File: src/rtl/la_issue_pkg.sv
// Package: shared types and helpers for the lookahead-gated issue controller.
// Assumes nothing beyond being compiled before the modules that import it.
package la_issue_pkg;

    // Per-thread window state: idle (no outstanding window opener) or open.
    typedef enum logic {
        SLOT_IDLE = 1'b0,
        SLOT_OPEN = 1'b1
    } slot_mode_e;

    // Wrap an index that has run at most one lap past the thread count.
    function automatic int wrap_index(input int idx, input int count);
        return (idx >= count) ? (idx - count) : idx;
    endfunction

endpackage

File: src/rtl/la_thread_slot.sv
// Module: la_thread_slot
// Holds the issue window of one thread. An idle thread that is granted opens a
// window whose allowance is the independence count of the granted instruction;
// each further grant while open spends one unit. A completion closes the window
// and takes effect in the same cycle it is presented, so a simultaneous grant
// opens a fresh window. Assumes at most one completion per open window.
module la_thread_slot
    import la_issue_pkg::*;
#(
    parameter int LA_W = 3
) (
    input  logic            clk,
    input  logic            rst_n,
    input  logic            done_hit,
    input  logic            grant,
    input  logic [LA_W-1:0] indep,
    output logic            eligible
);

    slot_mode_e      mode_q;
    slot_mode_e      mode_eff;
    logic [LA_W-1:0] credit_q;

    // Purpose: view of the window once this cycle's completion is applied.
    always_comb begin
        mode_eff = done_hit ? SLOT_IDLE : mode_q;
        eligible = (mode_eff == SLOT_IDLE) || (credit_q != '0);
    end

    // Purpose: open, spend or close the window at the clock edge.
    always_ff @(posedge clk) begin
        if (!rst_n) begin
            mode_q   <= SLOT_IDLE;
            credit_q <= '0;
        end else if (grant) begin
            mode_q   <= SLOT_OPEN;
            credit_q <= (mode_eff == SLOT_IDLE) ? indep : (credit_q - 1'b1);
        end else if (done_hit) begin
            mode_q   <= SLOT_IDLE;
            credit_q <= '0;
        end
    end

endmodule

File: src/rtl/la_rr_pick.sv
// Module: la_rr_pick
// Round-robin selector: finds the first requesting index searching upward from
// one past the last winner, wrapping after the top index. Purely combinational.
// Assumes last_tid names an existing thread.
module la_rr_pick
    import la_issue_pkg::*;
#(
    parameter int NREQ  = 16,
    parameter int TID_W = 4
) (
    input  logic [NREQ-1:0]  req,
    input  logic [TID_W-1:0] last_tid,
    output logic             gnt_valid,
    output logic [TID_W-1:0] gnt_tid
);

    // Purpose: rotating first-one search over the request vector.
    always_comb begin
        int idx;
        gnt_valid = 1'b0;
        gnt_tid   = last_tid;
        for (int i = 1; i <= NREQ; i++) begin
            idx = wrap_index(int'(last_tid) + i, NREQ);
            if (!gnt_valid && req[idx]) begin
                gnt_valid = 1'b1;
                gnt_tid   = TID_W'(idx);
            end
        end
    end

endmodule

File: src/rtl/la_issue_ctrl.sv
// Module: la_issue_ctrl (top)
// Grants one thread per cycle into a deep pipeline. A thread is eligible when
// its ready flag is set and its issue window is idle or still has allowance.
// Rotation resumes after the most recent grant. The grant is combinational on
// the current inputs and is taken as the issue at the next clock edge.
// Assumes completions name existing threads, at most one per cycle.
module la_issue_ctrl #(
    parameter  int NTHREADS = 16,
    parameter  int LA_W     = 3,
    localparam int TID_W    = (NTHREADS > 1) ? $clog2(NTHREADS) : 1
) (
    input  logic                     clk,
    input  logic                     rst_n,
    input  logic [NTHREADS-1:0]      thr_ready,
    input  logic [NTHREADS*LA_W-1:0] thr_indep,
    input  logic                     done_valid,
    input  logic [TID_W-1:0]         done_tid,
    output logic                     iss_valid,
    output logic [TID_W-1:0]         iss_tid
);

    logic [NTHREADS-1:0] done_hit;
    logic [NTHREADS-1:0] slot_ok;
    logic [NTHREADS-1:0] grant_vec;
    logic [NTHREADS-1:0] request;
    logic [TID_W-1:0]    last_q;

    for (genvar t = 0; t < NTHREADS; t++) begin : g_slot
        // Purpose: decode completion tag and grant for this thread.
        always_comb begin
            done_hit[t]  = done_valid && (done_tid == TID_W'(t));
            grant_vec[t] = iss_valid && (iss_tid == TID_W'(t));
        end

        la_thread_slot #(
            .LA_W(LA_W)
        ) u_slot (
            .clk      (clk),
            .rst_n    (rst_n),
            .done_hit (done_hit[t]),
            .grant    (grant_vec[t]),
            .indep    (thr_indep[t*LA_W +: LA_W]),
            .eligible (slot_ok[t])
        );
    end

    // Purpose: a thread requests when it has an instruction and may issue.
    always_comb request = thr_ready & slot_ok;

    la_rr_pick #(
        .NREQ (NTHREADS),
        .TID_W(TID_W)
    ) u_pick (
        .req      (request),
        .last_tid (last_q),
        .gnt_valid(iss_valid),
        .gnt_tid  (iss_tid)
    );

    // Purpose: remember the last granted thread; reset so thread 0 is first.
    always_ff @(posedge clk) begin
        if (!rst_n) begin
            last_q <= TID_W'(NTHREADS - 1);
        end else if (iss_valid) begin
            last_q <= iss_tid;
        end
    end

endmodule

File: config.mk
export PLATFORM = sky130hd
export DESIGN_NAME = la_issue_ctrl
export DESIGN_NICKNAME = d
export VERILOG_FILES = /design/src/rtl/la_issue_pkg.sv /design/src/rtl/la_thread_slot.sv /design/src/rtl/la_rr_pick.sv /design/src/rtl/la_issue_ctrl.sv
export SDC_FILE = /design/constraint.sdc
export NUM_CORES = 1
export LEC_CHECK = 0
export ABC_AREA = 1
export BUFFER_PORTS_ARGS = -buffer_cell sky130_fd_sc_hd__buf_2
export CAP_MARGIN = 40
export CORE_UTILIZATION = 60
export CTS_CLUSTER_SIZE = 28
export DETAILED_ROUTE_END_ITERATION = 6
export PLACE_DENSITY_LB_ADDON = 0.12
export SLEW_MARGIN = 20
export SYNTH_ARGS = -nofsm -noshare
export SYNTH_HDL_FRONTEND = slang
export SYNTH_SLANG_ARGS = --single-unit
export TNS_END_PERCENT = 50
File: constraint.sdc
create_clock -name clk -period 7.3 [get_ports clk]
set_clock_uncertainty 0.15 [all_clocks]
set_input_delay 1.825 -clock clk [delete_from_list [all_inputs] [get_ports clk]]
set_output_delay 1.825 -clock clk [all_outputs]
set_load 0.02 [all_outputs]
==> results.py <==
metrics = {
    "die": {
        "pin_count": 76,
        "rows": 35,
        "coreArea_um2": 9370,
        "die_width_um": 101,
        "die_h_um": 101,
        "start_util": 0.630,
        "dieArea_um2": 10200,
    },
    "yosys": {
        "syn_avg_cell_area_um2": 6.34,
        "synth_area_leader_cell": "dfxtp_1",
        "synth-edff-count": 0,
        "async_reset_ff_frac": 0,
        "ys_seq_area_frac": 0.231,
        "netlist.area_leader.share": 0.231,
        "ys.flop_type": "dfxtp_1",
        "synth.most_common_cell": "nand2_1",
        "synth_seq_cells": 68,
        "synth_common_cells": "nand2_1, nand3_1, inv_1",
        "ys_types": 43,
        "synthCells": 931,
        "synth_nets": 1041,
        "syn_area_um2": 5910,
        "ys_top_cells_by_area": "dfxtp_1, nand3_1, nand2_1, ha_1, inv_1",
        "yosysWarnings": 0,
    },
    "clocking": {
        "cts_buffers": 9,
        "clock_latency_ps": 360,
        "ctsLongestPathBuffers": 2,
        "ctsHoldBuffers": 0,
        "cts_tree": "yes",
        "cts-root-buf": "clkbuf_8",
        "clkSlewWorstSetupHoldPaths_ps": 80,
        "clock_sink_count": 68,
        "cts_max_level": 3,
    },
    "detailed_routing": {
        "ant_nets": 0,
        "drc": 0,
        "drt-pass1-iter-count": 7,
        "drt_iter0_markers": 433,
        "drt_wl_total_mm": 16.1,
        "vias": 6444,
        "vias_per_cell": 5.63,
        "wl_per_cell_um": 14.1,
    },
    "setup_path": {
        "worstPathRequired_ps": 5330,
        "reg2reg_depth": 25,
        "arrival_ps": 5070,
        "crit_type": "input port to output pin",
        "critPathCaptureType": "output pin",
        "start_kind": "input port",
        "worst-path-max-fanout": 11,
    },
    "timing": {
        "period_needed_ps": 7050,
        "finalSetupViolCount": 0,
        "worst_pin_slew_ps": 694,
        "period_share": 0.966,
        "finalWorstSetupSlack_ps": 250,
        "slew_headroom": 0.537,
        "slew_viol_final": 0,
        "hold_viol": 0,
        "whs_ps": 333,
        "fmax_mhz": 142,
    },
    "cells_and_area": {
        "postLayoutCoreUtil": 0.717,
        "nFillCells": 899,
        "drive_gt1_frac": 0.193,
        "num_antenna_cells": 0,
        "area_growth_pct": 13.8,
        "nNetsFinal": 1121,
    },
    "global_routing": {
        "met2_usage": 0.518,
        "grt_use_met3": 0.0580,
        "grt_pass1_wl_mm": 26.2,
        "grtUsageMet1": 0.430,
        "grt_overflow_total": 0,
        "grt_max_degree": 65,
        "grtUsageTotal": 0.324,
        "grt_pass1_vias": 5653,
        "grt-busiest-layer": "met2",
        "antenna_found_initial": 0,
    },
    "job": {
        "drv_cap": 0,
    },
    "placed_design": {
        "place_ws_ps": 284,
        "place.gp.congestion": 0.967,
        "io_buffers": 75,
        "place_hpwl_mm": 12.1,
    },
    "status": {
        "status": "finished clean",
    },
    "worst_hold_path": {
        "whs_path_depth": 2,
        "min-delay-path-class": "flip-flop to flip-flop",
    },
}
[stage by stage]
stage | std cells | instance area, um2 | setup TNS, ps
floorplan | 931 | 5910 | 0
global placement | 1119 | 6340 | 0
detailed placement | 1119 | 6340 | 0
CTS | 1135 | 6550 | 0
global route | 1145 | 6720 | -4.67
finish | 1145 | 6720 | 0
[metal layers]
layer	wire length [um]	part of all wire	vias to the layer above
met5	0	0	-
met4	462	0.029	0
met3	1080	0.067	50
met2	7150	0.44	235
met1	7460	0.46	2856
li1	-	-	3303
[timing repair]
item | in CTS | in global routing
resized for setup | 0 | 24
buffers inserted | 0 | 10
endpoints found under the setup margin | 0 | 4
[area by class of cell]
type                       instances  area, um2  share of cell area
inverter                         114        430              0.0641
timing repair buffer              94        527              0.0784
clock inverter                     6       70.1              0.0104
tap                              129        161              0.0240
multi-input combinational        724       4030               0.600
sequential                        68       1360               0.203
clock buffer                      10        138              0.0205
[placed cells by master, fill, tap and decap left out, types with 2 or more instances in the layout]
cell / synthesis / routed
nand3_4: 2 / 2
xor2_1: 5 / 5
o21ai_4: 1 / 2
clkinv_1: 3 / 3
clkbuf_8: 0 / 10
buf_2: 3 / 73
nand2_1: 223 / 220
nand3_1: 213 / 202
nor2_4: 7 / 7
nand3_2: 13 / 24
inv_1: 101 / 101
nand2_2: 14 / 17
ha_1: 39 / 39
o21ai_0: 62 / 62
dfxtp_1: 68 / 68
nand4_1: 22 / 22
nor2_2: 4 / 9
inv_6: 0 / 3
a21oi_1: 72 / 72
nor3_2: 1 / 2
nand2_4: 4 / 4
buf_4: 10 / 19
inv_2: 9 / 9
nor2_1: 26 / 21
[cells by family after synthesis]
kind of cell	after synthesis	synth area share
flip-flops	68	0.231
AO/OA/AOI/OAI	143	0.128
buffers and inverters	139	0.102
XOR/XNOR	7	0.0129
AND/OR/NAND/NOR	535	0.444
adder cells (fa/ha/maj)	39	0.0826
[critical path, cell delays in order]
cell	delay, ps
clkbuf_4	190
nand2_2	90
nor2_2	60
nand2_2	130
nand3_1	120
nand3_1	110
nand3_1	110
nand3_2	110
nand3_2	130
nand2_4	150
nand2_4	70
nor3_4	250
nand4_4	150
nor2_4	170
nand2_2	90
nor2_4	170
nand3_2	120
nor2_4	190
nand3_4	150
nand2_1	100
inv_1	50
nand2_2	100
nand2_4	100
inv_2	130
buf_2	180
[final timing paths]
kind / from / to / slack, ps
max: done_valid / iss_tid[1] / 250
min: g_slot[9].u_slot.credit_q[2]$_SDFFE_PN0P_ / g_slot[9].u_slot.credit_q[2]$_SDFFE_PN0P_ / 330
max reg2reg: last_q[0]$_SDFFE_PN1P_ / g_slot[6].u_slot.credit_q[2]$_SDFFE_PN0P_ / 1920
min reg2reg: g_slot[9].u_slot.credit_q[2]$_SDFFE_PN0P_ / g_slot[9].u_slot.credit_q[2]$_SDFFE_PN0P_ / 330
[sequential cells by signal (all words and copies together), names as in the netlist]
register	count
g_slot.u_slot.credit_q	48
g_slot.u_slot.mode_q	16
last_q	4
Power is not shown: default switching activity piles up to over one toggle a cycle in this logic, so the estimate is an artifact.
